### config.mk
export PLATFORM = sky130hd
export DESIGN_NAME = gyro_init_seq
export DESIGN_NICKNAME = d
export VERILOG_FILES = /design/src/rtl/gis_pkg.sv /design/src/rtl/gis_timer.sv /design/src/rtl/gis_step_table.sv /design/src/rtl/gis_reply_eval.sv /design/src/rtl/gyro_init_seq.sv
export SDC_FILE = /design/constraint.sdc
export NUM_CORES = 1
export LEC_CHECK = 0
export BUFFER_PORTS_ARGS = -buffer_cell sky130_fd_sc_hd__buf_4
export CAP_MARGIN = 0
export CORE_MARGIN = 4
export CORE_UTILIZATION = 49
export CTS_BUF_LIST = sky130_fd_sc_hd__clkbuf_2
export CTS_CLUSTER_SIZE = 14
export DETAILED_ROUTE_END_ITERATION = 16
export HOLD_SLACK_MARGIN = 0.02
export PLACE_DENSITY = 0.87
export REMOVE_ABC_BUFFERS = 1
export SYNTH_ARGS = -nofsm -noshare
export SYNTH_HDL_FRONTEND = slang
export SYNTH_SLANG_ARGS = --single-unit
### constraint.sdc
create_clock -name clk -period 2.2 [get_ports clk]
set_input_delay 0.66 -clock clk [delete_from_list [all_inputs] [get_ports clk]]
set_output_delay 0.66 -clock clk [all_outputs]
set_load 0.03 [all_outputs]
### src/rtl/gis_pkg.sv
package gis_pkg;

  localparam int WORD_W = 32;

  typedef enum logic [2:0] {
    PH_IDLE,
    PH_WAIT,
    PH_SEND,
    PH_RESP,
    PH_DONE,
    PH_FAIL
  } phase_t;

  typedef enum logic [1:0] {
    CK_FIRST,
    CK_IGNORE,
    CK_STATUS,
    CK_FAULT
  } check_t;

  localparam logic [WORD_W-1:0] OP_SENSOR   = 32'h2000_0000;
  localparam logic [WORD_W-1:0] OP_READ     = 32'h8000_0000;
  localparam logic [WORD_W-1:0] CHK_REQ     = 32'h0000_0002;
  localparam logic [WORD_W-1:0] FIRST_GOOD  = 32'h0000_0001;
  localparam logic [7:0]        FAULT_ADDR  = 8'h0A;
  localparam logic [15:0]       FAULT_MASK  = 16'h0FFF;
  localparam logic [1:0]        STATUS_GOOD = 2'b10;

  // Bit 0 is forced so that the whole word carries an odd number of ones.
  function automatic logic [WORD_W-1:0] with_odd_parity(input logic [WORD_W-1:0] w);
    logic [WORD_W-1:0] base;
    base = w & ~32'h1;
    return (^base) ? base : (base | 32'h1);
  endfunction

  function automatic logic [WORD_W-1:0] sensor_cmd(input logic with_check);
    return with_odd_parity(OP_SENSOR | (with_check ? CHK_REQ : 32'h0));
  endfunction

  function automatic logic [WORD_W-1:0] read_cmd(input logic [7:0] addr);
    return with_odd_parity(OP_READ | ({24'h0, addr} << 17));
  endfunction

  function automatic logic reply_ok(input logic [WORD_W-1:0] w);
    return ((w[7:0] | 8'h01) == 8'hFF) && (w[27:26] == STATUS_GOOD);
  endfunction

  function automatic logic [15:0] fault_field(input logic [WORD_W-1:0] w);
    return w[20:5];
  endfunction

endpackage

### src/rtl/gis_timer.sv
module gis_timer #(
  parameter int CW = 8
) (
  input  logic          clk,
  input  logic          rst_n,
  input  logic          load,
  input  logic [CW-1:0] load_val,
  input  logic          dec,
  output logic          zero
);
  logic [CW-1:0] cnt;

  always_ff @(posedge clk or negedge rst_n) begin
    if (!rst_n) begin
      cnt <= '0;
    end else if (load) begin
      cnt <= load_val;
    end else if (dec && (cnt != '0)) begin
      cnt <= cnt - 1'b1;
    end
  end

  assign zero = (cnt == '0);
endmodule

### src/rtl/gis_step_table.sv
module gis_step_table
  import gis_pkg::*;
#(
  parameter int CW        = 8,
  parameter int LONG_CYC  = 100,
  parameter int SHORT_CYC = 50
) (
  input  logic [2:0]        cur_step,
  input  logic [2:0]        plan_step,
  output logic [WORD_W-1:0] cur_word,
  output check_t            cur_kind,
  output logic              cur_last,
  output logic [CW-1:0]     plan_gap
);
  localparam logic [CW-1:0] GAP_LONG  = CW'(LONG_CYC);
  localparam logic [CW-1:0] GAP_SHORT = CW'(SHORT_CYC);

  always_comb begin
    cur_word = sensor_cmd(1'b0);
    cur_kind = CK_IGNORE;
    cur_last = 1'b0;
    case (cur_step)
      3'd0: begin
        cur_word = sensor_cmd(1'b1);
        cur_kind = CK_FIRST;
      end
      3'd1: cur_kind = CK_IGNORE;
      3'd2: cur_kind = CK_STATUS;
      3'd3: cur_kind = CK_STATUS;
      3'd4: begin
        cur_word = read_cmd(FAULT_ADDR);
        cur_kind = CK_FAULT;
        cur_last = 1'b1;
      end
      default: cur_last = 1'b1;
    endcase
  end

  always_comb begin
    case (plan_step)
      3'd0:       plan_gap = GAP_LONG;
      3'd1, 3'd2: plan_gap = GAP_SHORT;
      default:    plan_gap = '0;
    endcase
  end
endmodule

### src/rtl/gis_reply_eval.sv
module gis_reply_eval
  import gis_pkg::*;
(
  input  check_t            kind,
  input  logic [WORD_W-1:0] rsp_word,
  output logic              warn_hit,
  output logic              fail_hit,
  output logic [15:0]       fault_bits
);
  assign fault_bits = fault_field(rsp_word);

  always_comb begin
    warn_hit = 1'b0;
    fail_hit = 1'b0;
    case (kind)
      CK_FIRST:  warn_hit = (rsp_word != FIRST_GOOD);
      CK_STATUS: fail_hit = !reply_ok(rsp_word);
      CK_FAULT:  fail_hit = |(fault_bits & FAULT_MASK);
      default:   ;
    endcase
  end
endmodule

### src/rtl/gyro_init_seq.sv
module gyro_init_seq
  import gis_pkg::*;
#(
  parameter int CLK_KHZ  = 50000,
  parameter int LONG_MS  = 100,
  parameter int SHORT_MS = 50
) (
  input  logic        clk,
  input  logic        rst_n,
  input  logic        start,
  output logic        cmd_valid,
  output logic [31:0] cmd_word,
  input  logic        cmd_ready,
  input  logic        rsp_valid,
  input  logic [31:0] rsp_word,
  output logic        hold_off,
  output logic        done,
  output logic        warn,
  output logic        err,
  output logic [2:0]  fail_step,
  output logic [15:0] fault_word
);
  localparam int LONG_CYC  = CLK_KHZ * LONG_MS;
  localparam int SHORT_CYC = CLK_KHZ * SHORT_MS;
  localparam int MAX_CYC   = (LONG_CYC > SHORT_CYC) ? LONG_CYC : SHORT_CYC;
  localparam int CW        = $clog2(MAX_CYC + 1);

  phase_t        phase;
  logic [2:0]    step;
  logic [2:0]    plan_step;
  logic [31:0]   cur_word;
  check_t        cur_kind;
  logic          cur_last;
  logic [CW-1:0] plan_gap;
  logic          tmr_zero;
  logic          warn_hit;
  logic          fail_hit;
  logic [15:0]   fault_bits;

  // Named events used by the FSM and visible to the bound checker.
  logic evt_take;
  logic evt_advance;
  logic evt_fire;

  assign evt_take    = (phase == PH_RESP) && rsp_valid && !start;
  assign evt_advance = evt_take && !fail_hit && !cur_last;
  assign evt_fire    = (phase == PH_SEND) && cmd_ready && !start;
  assign plan_step   = start ? 3'd0 : (step + 3'd1);

  gis_step_table #(
    .CW(CW), .LONG_CYC(LONG_CYC), .SHORT_CYC(SHORT_CYC)
  ) u_table (
    .cur_step (step),
    .plan_step(plan_step),
    .cur_word (cur_word),
    .cur_kind (cur_kind),
    .cur_last (cur_last),
    .plan_gap (plan_gap)
  );

  gis_reply_eval u_eval (
    .kind      (cur_kind),
    .rsp_word  (rsp_word),
    .warn_hit  (warn_hit),
    .fail_hit  (fail_hit),
    .fault_bits(fault_bits)
  );

  gis_timer #(.CW(CW)) u_timer (
    .clk     (clk),
    .rst_n   (rst_n),
    .load    (start || evt_advance),
    .load_val(plan_gap - 1'b1),
    .dec     (phase == PH_WAIT),
    .zero    (tmr_zero)
  );

  always_ff @(posedge clk or negedge rst_n) begin
    if (!rst_n) begin
      phase      <= PH_IDLE;
      step       <= '0;
      done       <= 1'b0;
      warn       <= 1'b0;
      err        <= 1'b0;
      fail_step  <= '0;
      fault_word <= '0;
    end else if (start) begin
      step       <= '0;
      done       <= 1'b0;
      warn       <= 1'b0;
      err        <= 1'b0;
      fail_step  <= '0;
      fault_word <= '0;
      phase      <= (plan_gap == '0) ? PH_SEND : PH_WAIT;
    end else begin
      case (phase)
        PH_WAIT: if (tmr_zero) phase <= PH_SEND;
        PH_SEND: if (evt_fire) phase <= PH_RESP;
        PH_RESP: begin
          if (evt_take) begin
            if (cur_kind == CK_FAULT) fault_word <= fault_bits;
            if (warn_hit) warn <= 1'b1;
            if (fail_hit) begin
              phase     <= PH_FAIL;
              err       <= 1'b1;
              done      <= 1'b1;
              fail_step <= step + 3'd1;
            end else if (cur_last) begin
              phase <= PH_DONE;
              done  <= 1'b1;
            end else begin
              step  <= step + 3'd1;
              phase <= (plan_gap == '0) ? PH_SEND : PH_WAIT;
            end
          end
        end
        default: ;
      endcase
    end
  end

  assign cmd_valid = (phase == PH_SEND);
  assign cmd_word  = cur_word;
  assign hold_off  = (phase != PH_DONE);
endmodule

==> results by group <==
CTS
  • CTS root buffer: clkbuf_2
  • TritonCTS clock tree: yes
  • CTS clk-pin slew, worst paths: 0.28 ns
  • Number of buffers added to fix hold violations after cts: 0
  • CTS Sinks: 51
  • Number of buffers inserted during clock tree synthesis: 5
  • Maximum level of the CTS H-tree: 2
  • Clock latency at the later pin of the worst-skew pair: 0.47 ns
  • Max clock buf depth: 2

Floorplan
  • Std-Cell Core Area: 6490 µm²
  • Chip Height: 90.6 µm
  • Number of placement rows: 29
  • Initial Utilization: 51.5%
  • Number of placed I/O pins: 93
  • X dimension of the die: 90.6 µm
  • Die Outline Area: 8210 µm²

STA
  • Worst hold margin: 0.166 ns
  • Post-route setup TNS: -10.45 ns
  • Final critical path time including I/O delays and setup: 2.69 ns
  • Count of final setup violators: 40
  • Maximum operating frequency: 372 MHz
  • Final hold violations: 0
  • Final worst setup slack: -0.491 ns
  • Normalized max-slew margin: 55.8%
  • Max Transition Viols Final: 0
  • Transition time of the tightest slew-check pin: 0.663 ns
  • Layout Skew: 0.0153 ns
  • Period Utilization, post-route: 122%
  • RSZ-0062 raised after global routing: yes

Power and ir drop
  • Total leakage power: 2.24 nW
  • Maximum vdd drop: 357 µV
  • Total power divided by cell area: 325 nW/µm²
  • Sum of internal, switching and leakage power: 0.00167 W

Synthesis
  • Avg Cell Area, Syn: 8.89 µm²
  • Number of enable flip-flop cells after synthesis: 0
  • Synthesized flop and latch total: 51
  • Post-synthesis instance area: 3340 µm²
  • Number of cells produced by synthesis: 376
  • Yosys warning total: 0
  • Ys async rst share: 100%
  • Post-synthesis sequential area ratio: 38.2%
  • Number of unique standard cell types used by synthesis: 64
  • Prevailing post-synth register cell: dfrtp_1

Placed design
  • Port buffer count: 66
  • Total half-perimeter wirelength after legalization and detailed placement: 7310 µm
  • RD Place Congestion: 0.947
  • Placed instance count: 570

Critical path
  • Worst setup SP type: register
  • Required @ worst endpoint: 2.60 ns
  • Slowest stage cell on the critical path: dfrtp_1
  • Type of destination of the critical path: register
  • Buf+Inv Stages, Crit Path: 4
  • First element of the critical path: step[1]$_DFFE_PN0P_
  • Cell family with the largest share of critical-path delay: compound AO/OA/AOI/OAI gates
  • CP Data Arrival Time: 3.09 ns
  • Worst setup path class: reg2reg
  • Cells along the critical path: inv_2 > ha_4 > or3_4 > a21oi_4 > nand2b_4 > buf_8 > buf_4 > o21ai_4 > a211oi_4 > buf_4 > a31oi_1 > o21a_1
  • Maximum cell stage delay along the critical path: 0.49 ns
  • Most common cell on crit path: buf_4
  • Worst reg2reg path startpoint: step[1]$_DFFE_PN0P_
  • Maximum fanout encountered on the critical timing path: 7

Status
  • Run status: finished with violations
  • Failing checks: setup timing

Hold path
  • Classification of the worst-slack hold path: in2async

Layout
  • Layout Nets: 579
  • Non-filler instance count after layout: 616
  • Share of layout cells above drive strength 1: 49.4%
  • Area delta synth->final: 53.4%
  • Most used cells in the layout excluding fill and tap cells: buf_4 (140), nand2_1 (49), dfrtp_1 (49)
  • Most common cell after layout, fill and taps aside: buf_4

GRT
  • Vias in the first global route: 3625
  • Initial antenna violation count: 1
  • Remaining global-route overflow: 0
  • Maximum number of pins on one net before global-route repair: 52
  • Total global-route track usage: 27.7%
  • First-pass GRT wire length: 18600 µm

Detailed routing
  • Avg Vias per Cell: 6.45
  • Vias: 3975
  • Post-Route WL: 13600 µm
  • Routed wirelength normalized by instance count: 22.1 µm
  • Final ANT Viol Nets: 0
  • DRC: 0
  • Initial detailed-routing violation count: 571
  • Number of iterations in the first detailed-routing pass: 5

Job
  • Max-cap violations: 0
==> through the flow <==
| step | worst slack [ns] | utilization, % | cell area (µm²) |
|---|---|---|---|
| 6_report | -0.491 | 78.9 | 5130 |
| 5_1_grt | -0.508 | 78.9 | 5130 |
| 4_1_cts | -0.235 | 73.7 | 4790 |
| 3_5_place_dp | -0.459 | 65.2 | 4240 |
| 3_3_place_gp | -0.417 | 65.2 | 4240 |
| 2_1_floorplan | -0.564 | - | 3110 |
==> state kept, by name, indices dropped and copies added (netlist names) <==
name         count
phase            3
fault_word      16
warn             1
step             3
err              1
done             1
fail_step        3
u_timer.cnt     23
==> synthesized netlist by cell type (3+ instances only) <==
library cell,count,share of area (%)
inv_1,9,1.0
o21ai_0,15,2.2
nor3_1,16,2.4
nand3_1,4,0.60
a21oi_1,31,4.6
and3_1,8,1.5
o21ai_1,3,0.45
o21ai_2,4,1.0
mux2i_1,3,0.90
nor2_1,29,3.3
nor4_1,10,1.9
a211oi_1,6,1.3
xnor2_1,3,0.79
nor2b_1,3,0.56
ha_1,5,1.9
clkbuf_1,6,0.67
nand3b_1,4,0.90
nand4_1,6,1.1
a31oi_1,5,0.94
nand2b_1,4,0.75
a211oi_2,5,1.9
buf_2,3,0.45
or3_1,3,0.56
dfrtp_1,51,38
o21a_1,6,1.3
buf_4,29,6.5
buf_6,4,1.3
nand2_1,52,5.8
nor3_2,5,1.5
==> report_power, final <==
part           switching (W)  total [W]  internal [W]
registers          0.0000113   0.000961      0.000950
clock network       0.000334   0.000421     0.0000871
logic               0.000177   0.000283      0.000106
total               0.000523    0.00167       0.00114
==> logic make-up (layout without fill, tap and decap cells) <==
group,count (synthesis),in the layout,share of synthesized area (%)
XOR/XNOR,3,3,0.786
AO/OA/AOI/OAI,97,97,20.9
buffers and inverters,55,192,11.0
flip-flops,51,51,38.2
multiplexers,3,3,0.899
adder cells (fa/ha/maj),5,5,1.87
AND/OR/NAND/NOR,161,161,26.2
other,1,27,0.112
==> final cells by class <==
class / count / area (µm²)
antenna: 1 / 2.50
clock buffer: 6 / 30.0
clock inverter: 2 / 16.3
fill: 346 / 1370
inverter: 11 / 50.0
multi-input combinational: 295 / 2220
sequential: 51 / 1280
tap: 77 / 96.3
timing repair buffer: 173 / 1440
==> per-layer routing <==
layer  vias to the layer above  part of all wire [%]  wire, µm  global-route usage, %
met4                         0                   7.2       982                   11.0
met1                      1884                    34      4630                   33.5
li1                       1627                     -         -                      -
met3                       117                   8.1      1110                   4.17
met2                       347                    51      6890                   49.3
met5                         -                     0         0                      0
==> repair_timing <==
action,4_1_cts,5_1_grt
pin swaps,37,23
gates resized for setup,83,44
endpoints found under the setup margin,37,41
buffers inserted,19,20
==> final timing paths <==
path                                               end  slack (ns)  depth (start not counted)
max                        u_timer.cnt[10]$_DFFE_PN0P_       -0.49                         12
min                        u_timer.cnt[13]$_DFFE_PN0P_        0.17                          1
max reg2reg                u_timer.cnt[10]$_DFFE_PN0P_       -0.49                         12
min reg2reg                   fail_step[1]$_DFFE_PN0P_        0.55                          2
max in group asynchronous          step[0]$_DFFE_PN0P_        1.56                          1
min in group clk            fault_word[12]$_DFFE_PN0P_        0.40                          3
(Power assumes the default switching activity.)
